### config.mk
export PLATFORM = sky130hd
export DESIGN_NAME = fcc_tracker
export DESIGN_NICKNAME = d
export VERILOG_FILES = /design/src/rtl/fcc_pkg.sv /design/src/rtl/fcc_cons_decode.sv /design/src/rtl/fcc_credit_ctr.sv /design/src/rtl/fcc_tracker.sv
export SDC_FILE = /design/constraint.sdc
export NUM_CORES = 1
export LEC_CHECK = 0
export BUFFER_PORTS_ARGS = -buffer_cell sky130_fd_sc_hd__clkbuf_2
export CAP_MARGIN = 20
export CORE_MARGIN = 1.5
export CORE_UTILIZATION = 60
export CTS_CLUSTER_SIZE = 40
export DETAILED_ROUTE_END_ITERATION = 8
export PLACE_DENSITY = 0.91
export SKIP_CTS_REPAIR_TIMING = 1
export SLEW_MARGIN = 20
export SYNTH_ARGS = -nofsm -noshare
export SYNTH_HDL_FRONTEND = slang
export SYNTH_HIERARCHICAL = 1
export SYNTH_SLANG_ARGS = --single-unit
### constraint.sdc
create_clock -name clk -period 7 [get_ports clk]
set_input_delay 1.4 -clock clk [delete_from_list [all_inputs] [get_ports clk]]
set_output_delay 1.4 -clock clk [all_outputs]
set_load 0.01 [all_outputs]
### src/rtl/fcc_pkg.sv
`timescale 1ns/1ps
package fcc_pkg;
    localparam int NCLS    = 3;
    localparam int UNIT_SH = 4;   // one data credit covers 16 bytes

    typedef enum logic {
        ST_UNLOADED,
        ST_ACTIVE
    } fcc_state_e;
endpackage

### src/rtl/fcc_cons_decode.sv
`timescale 1ns/1ps
module fcc_cons_decode (
    input  logic [5:0] vec,
    output logic       legal
);
    logic [2:0] hdr_bits;
    logic [2:0] dat_bits;

    always_comb begin
        hdr_bits = {vec[5], vec[3], vec[1]};
        dat_bits = {vec[4], vec[2], vec[0]};
        if (dat_bits != 3'b000) begin
            legal = $onehot(dat_bits) && (dat_bits == hdr_bits);
        end else begin
            legal = $onehot0(hdr_bits);
        end
    end
endmodule

### src/rtl/fcc_credit_ctr.sv
`timescale 1ns/1ps
module fcc_credit_ctr #(
    parameter int W = 8
) (
    input  logic         clk,
    input  logic         rst_n,
    input  logic         load_en,
    input  logic [W-1:0] load_val,
    input  logic         live,
    input  logic         inc,
    input  logic         dec,
    input  logic [W-1:0] need,
    output logic [W-1:0] rem,
    output logic         ok
);
    localparam logic [W-1:0] HALF = W'(1) << (W - 1);

    logic [W-1:0] lim_q;
    logic [W-1:0] used_q;

    always_ff @(posedge clk) begin
        if (!rst_n) begin
            lim_q  <= '0;
            used_q <= '0;
        end else if (load_en) begin
            lim_q  <= load_val;
            used_q <= {{(W-1){1'b0}}, dec};
        end else if (live) begin
            lim_q  <= lim_q  + {{(W-1){1'b0}}, inc};
            used_q <= used_q + {{(W-1){1'b0}}, dec};
        end
    end

    always_comb begin
        rem = lim_q - used_q;
        ok  = (rem - need) <= HALF;
    end
endmodule

### src/rtl/fcc_tracker.sv
`timescale 1ns/1ps
module fcc_tracker
    import fcc_pkg::*;
#(
    parameter int HDR_W   = 8,
    parameter int DAT_W   = 12,
    parameter int BYTES_W = 13
) (
    input  logic                  clk,
    input  logic                  rst_n,
    input  logic                  lim_load,
    input  logic [3*HDR_W-1:0]    lim_hdr,
    input  logic [3*DAT_W-1:0]    lim_dat,
    input  logic [5:0]            cons_vec,
    input  logic [5:0]            rtn_vec,
    input  logic [1:0]            q_cls,
    input  logic [BYTES_W-1:0]    q_bytes,
    output logic [3*HDR_W-1:0]    rem_hdr,
    output logic [3*DAT_W-1:0]    rem_dat,
    output logic                  ready,
    output logic                  can_send,
    output logic                  cons_err
);
    fcc_state_e state_q, state_d;

    logic               legal;
    logic               live;
    logic               apply;
    logic [BYTES_W:0]   padded;
    logic [DAT_W-1:0]   need_dat;
    logic [NCLS-1:0]    hok;
    logic [NCLS-1:0]    dok;
    logic               err_q;

    fcc_cons_decode u_dec (
        .vec   (cons_vec),
        .legal (legal)
    );

    // state register
    always_ff @(posedge clk) begin
        if (!rst_n) begin
            state_q <= ST_UNLOADED;
        end else begin
            state_q <= state_d;
        end
    end

    // transitions: LOAD_SEEN takes ST_UNLOADED to ST_ACTIVE
    always_comb begin
        state_d = state_q;
        unique case (state_q)
            ST_UNLOADED: if (lim_load) state_d = ST_ACTIVE;
            ST_ACTIVE:   state_d = ST_ACTIVE;
        endcase
    end

    always_ff @(posedge clk) begin
        if (!rst_n) begin
            err_q <= 1'b0;
        end else begin
            err_q <= !legal;
        end
    end

    always_comb begin
        padded   = {1'b0, q_bytes} + (BYTES_W+1)'(15);
        need_dat = DAT_W'(padded >> UNIT_SH);
        apply    = legal && (live || lim_load);
    end

    genvar k;
    generate
        for (k = 0; k < NCLS; k++) begin : g_cls
            fcc_credit_ctr #(.W(HDR_W)) u_hdr (
                .clk      (clk),
                .rst_n    (rst_n),
                .load_en  (lim_load),
                .load_val (lim_hdr[k*HDR_W +: HDR_W]),
                .live     (live),
                .inc      (rtn_vec[2*k+1]),
                .dec      (cons_vec[2*k+1] & apply),
                .need     (HDR_W'(1)),
                .rem      (rem_hdr[k*HDR_W +: HDR_W]),
                .ok       (hok[k])
            );
            fcc_credit_ctr #(.W(DAT_W)) u_dat (
                .clk      (clk),
                .rst_n    (rst_n),
                .load_en  (lim_load),
                .load_val (lim_dat[k*DAT_W +: DAT_W]),
                .live     (live),
                .inc      (rtn_vec[2*k]),
                .dec      (cons_vec[2*k] & apply),
                .need     (need_dat),
                .rem      (rem_dat[k*DAT_W +: DAT_W]),
                .ok       (dok[k])
            );
        end
    endgenerate

    // outputs
    always_comb begin
        live     = 1'b0;
        can_send = 1'b0;
        unique case (state_q)
            ST_UNLOADED: live = 1'b0;
            ST_ACTIVE: begin
                live = 1'b1;
                unique case (q_cls)
                    2'd0:    can_send = hok[0] & dok[0];
                    2'd1:    can_send = hok[1] & dok[1];
                    2'd2:    can_send = hok[2] & dok[2];
                    default: can_send = 1'b0;
                endcase
            end
        endcase
        ready    = live;
        cons_err = err_q;
    end
endmodule

==> summary.md <==
In this run the worst setup path begins at g_cls[1].u_dat/lim_q[0]$_SDFFE_PN0P_. The tools report the number of H-tree levels as 4. The cell area after layout came out at 13260 um^2.

The shortest period the worst path allows came out at 6.449 ns. The run gives 0.5301 as the worst-case headroom to the max-slew limit. The overall die height was 141.4 um. Along the worst hold path, the cell count comes to 2.

At the placement stage, the worst setup path has a slack of 0.5723 ns. The run gives 5.05 ns as the arrival time of data at the critical path endpoint. The cell at the slowest stage of the critical path was sky130_fd_sc_hd__fa_1. Least setup slack across all paths after layout: 0.5506 ns. Detailed placement finished with a half-perimeter wire length of 21250 um. Counting instances in the post-synthesis netlist gives the leading cell types as sky130_fd_sc_hd__inv_1 (144), sky130_fd_sc_hd__nand2_1 (134), sky130_fd_sc_hd__ha_1 (133).

In this run, synthesis produced a sequential element count of 122. Including well taps, the total number of placed cells is 1864. The signal on the critical path passes through inv_1 -> ha_1 -> inv_1 -> fa_1 -> a21o_1 -> a21oi_1 -> o21bai_1 -> a21oi_1 -> o21ai_0 -> a21o_1 -> a21oi_1 -> xnor2_1 -> ha_1 -> nand2_1 -> mux2i_1 -> a2111oi_4 -> nand3_1 -> nor4_2 -> or3b_1 -> nand3_1 -> nand2_1 -> o21ai_0 -> and3_1 -> clkbuf_2.

For this run, the top clock speed supported by timing is 155.1 MHz. The congestion estimate from routability-driven global placement came to 0.9262. The run gives 153 as the count of pins on the block boundary.

The tools report the final count of hold timing violations as 0. The largest total area in the synthesized netlist belongs to sky130_fd_sc_hd__dfxtp_1. In this run the core area contains 50 standard-cell rows. TritonCTS built the clock tree. The proportion of synthesized chip area in sequential cells was 0.2126. The final core utilization was 0.7065; the number of global-route vias before repair was 9997. In this run the deepest clock path goes through 2 buffers. The area growth from synthesis to layout is 15.41%. Once layout is complete, the cells apart from fillers number 1896. The largest fanout on the critical path is 6, and the setup total negative slack is 0 ns. In the final routed layout, each cell accounts on average for 14.63 um. The initial core utilization was 0.6122. Clock-pin slew was measured on the worst setup and hold paths at 0.06 ns.

The worst setup path is launched from a register. In the routed layout, each cell is associated on average with a via count of 5.643. The run gives 0.42 ns as the clock latency of the later-clocked register in the worst-skew pair. The proportion of synthesized flip-flops having asynchronous set or reset came out at 0.

The number of buffers inserted during clock tree synthesis is 17, and the post-layout total power is 2.694 mW. STA classifies the critical path endpoint as a primary output. The clock tree root driver cell is sky130_fd_sc_hd__clkbuf_16. The worst hold path begins at g_cls[1].u_dat/used_q[7]$_SDFFE_PP0P_. The total number of nets in the final design is 1885, and the number of flops mapped to enable cells by yosys is 0.

The number of distinct library cells after synthesis is 70. The die is 141.4 um wide. The share of the synthesized area in the top cell type is 0.2126, and the fraction of final layout cells with drive strength greater than 1 is 0.1312. For this run, the number of Yosys warnings is 6. The worst flop-to-flop path startpoint is state_q$_SDFF_PN0_.

The run finished with clean final reports. For the pin with the worst max-slew slack, the measured transition is 0.7049 ns. The post-synthesis cell count is 1468, and the maximum clock skew at final layout is 0.006349 ns. Input and output buffers added on the ports amount to 152.

The core footprint came out at 18770 um^2. The critical path is of the register to primary output type. After detailed routing, the number of remaining DRC violations is 0. The type of the tightest min-delay check was register to register. In this run the mean area of a mapped cell was 7.827 um^2. For the cell leakage power, the log shows 5.798 nW. After detailed routing, the total wire length is 27730 um.

For the number of nets still failing antenna checks after routing, the log shows 0. The number of maximum-capacitance violations was 0; the logic depth of the worst path, buffers included was 24. The number of iterations in the first detailed-routing pass was 5. The run gives 12590 um^2 as the total cell area at the placement stage. The tools report the global-route total usage across every layer as 0.2749. The most common cell in the synthesized netlist is sky130_fd_sc_hd__inv_1. In this run the cell area of the synthesized design comes to 11490 um^2.

The count of final max-slew check failures is 0, and the power density over the cells is 203.2 nW/um^2. The total overflow left after global routing is 0. The tools report the die outline area as 19990 um^2.

Most used cell along the critical path: sky130_fd_sc_hd__a21oi_1. The number of buffers and inverters on the critical path is 3. The iteration-0 DRC count of the detailed router is 618, and the via total after detailed routing is 10700.

The logs give 1 for the initial antenna violation count and 164.2 uV for the worst ir drop on vdd. The largest stage delay on the critical path is 0.40 ns. Setup repair after global routing left no endpoint under its margin.

The tools report the global-route wire length before repair as 45340 um. For the smallest hold slack, the log shows 0.4914 ns. The final clock period utilization by the worst path came out at 0.9214. The largest net degree at the start of global routing came out at 86. CTS saw 122 sinks.

For the worst flop-to-flop path, the logic depth is 9. The run gives 0 as the count of endpoints failing setup in the final report. In this design, the largest share of critical-path delay is due to compound AO/OA/AOI/OAI gates.

At the worst endpoint, the required time is 5.60 ns. The leading register cell type out of synthesis is sky130_fd_sc_hd__dfxtp_1. By area the synthesized netlist is led by sky130_fd_sc_hd__dfxtp_1 (21%), sky130_fd_sc_hd__ha_1 (14%), sky130_fd_sc_hd__xnor2_1 (7.9%).
==> where the power goes <==
part           leakage [nW]  switching (mW)  internal [mW]
clock                 0.314           0.339          0.654
combinational          4.49           0.533          0.419
sequential            0.996          0.0331          0.716
total                  5.80           0.905           1.79
==> worst paths after layout <==
check	end	slack (ns)
min	g_cls[1].u_dat/used_q[7]$_SDFFE_PP0P_	0.49
min reg2reg	g_cls[1].u_dat/used_q[7]$_SDFFE_PP0P_	0.49
max reg2reg	g_cls[0].u_dat/used_q[11]$_SDFFE_PP0P_	3.84
max	can_send	0.55
==> cell usage in the layout, fill, tap and decap left out, types with 11 or more instances in the layout <==
cell	synthesis	final
sky130_fd_sc_hd__nand2b_1	20	20
sky130_fd_sc_hd__or3_1	14	14
sky130_fd_sc_hd__nand3_1	34	34
sky130_fd_sc_hd__o21ai_0	103	103
sky130_fd_sc_hd__xor2_1	71	71
sky130_fd_sc_hd__nor2b_1	14	14
sky130_fd_sc_hd__and3_1	13	13
sky130_fd_sc_hd__ha_1	133	133
sky130_fd_sc_hd__clkbuf_16	0	18
sky130_fd_sc_hd__a21oi_1	69	69
sky130_fd_sc_hd__and2_1	68	68
sky130_fd_sc_hd__fa_1	13	13
sky130_fd_sc_hd__dfxtp_1	122	121
sky130_fd_sc_hd__xnor2_1	104	104
sky130_fd_sc_hd__inv_1	144	144
sky130_fd_sc_hd__a21o_1	22	22
sky130_fd_sc_hd__mux2i_1	30	30
sky130_fd_sc_hd__clkbuf_2	0	151
sky130_fd_sc_hd__o21a_1	18	18
sky130_fd_sc_hd__nor2_1	115	115
sky130_fd_sc_hd__nand2_1	134	134
sky130_fd_sc_hd__nand4_1	33	33
sky130_fd_sc_hd__conb_1	2	38
sky130_fd_sc_hd__o211ai_1	11	11
sky130_fd_sc_hd__nor3_1	17	17
==> state kept, by name, indices dropped and copies added, names as in the netlist <==
name	cells
cons_err	1
g_cls.u_dat/lim_q	36
g_cls.u_dat/used_q	36
g_cls.u_hdr/lim_q	24
g_cls.u_hdr/used_q	24
state_q	1
==> cell type report <==
class / instances / area [um^2]
multi-input combinational: 1209 / 8526
fill: 1413 / 5508
sequential: 122 / 2446
timing repair buffer: 155 / 785.8
inverter: 144 / 540.5
clock buffer: 18 / 450.4
tap: 234 / 292.8
clock inverter: 13 / 216.5
antenna: 1 / 2.502
==> layer usage <==
metal  routed length [um]  part of all wire  up-vias  GRT usage
met5                    0                 0        -          0
met4                  520             0.019        0    0.08790
met3                 1537             0.055       42    0.04657
met2                13280              0.48      307     0.4814
met1                12400              0.45     4957     0.3444
li1                     -                 -     5394          -
==> worst reg2reg max path: cells and delay by family (launching register included) <==
family,cells,cell delay [ns]
fa+ha+maj,1,0.21
xor+xnor,1,0.16
compound gates,1,0.28
buf+inv,1,0.56
flops,1,0.62
simple gates,5,1.21
==> logic make-up after synthesis <==
kind of cell | share of synthesized area
AO/OA/AOI/OAI | 0.1846
XOR/XNOR | 0.1334
adder cells (fa/ha/maj) | 0.1675
buffers and inverters | 0.05717
flip-flops | 0.2126
multiplexers | 0.02614
other | 0.0006536
AND/OR/NAND/NOR | 0.2180
Power figures use the tool's default switching activity.
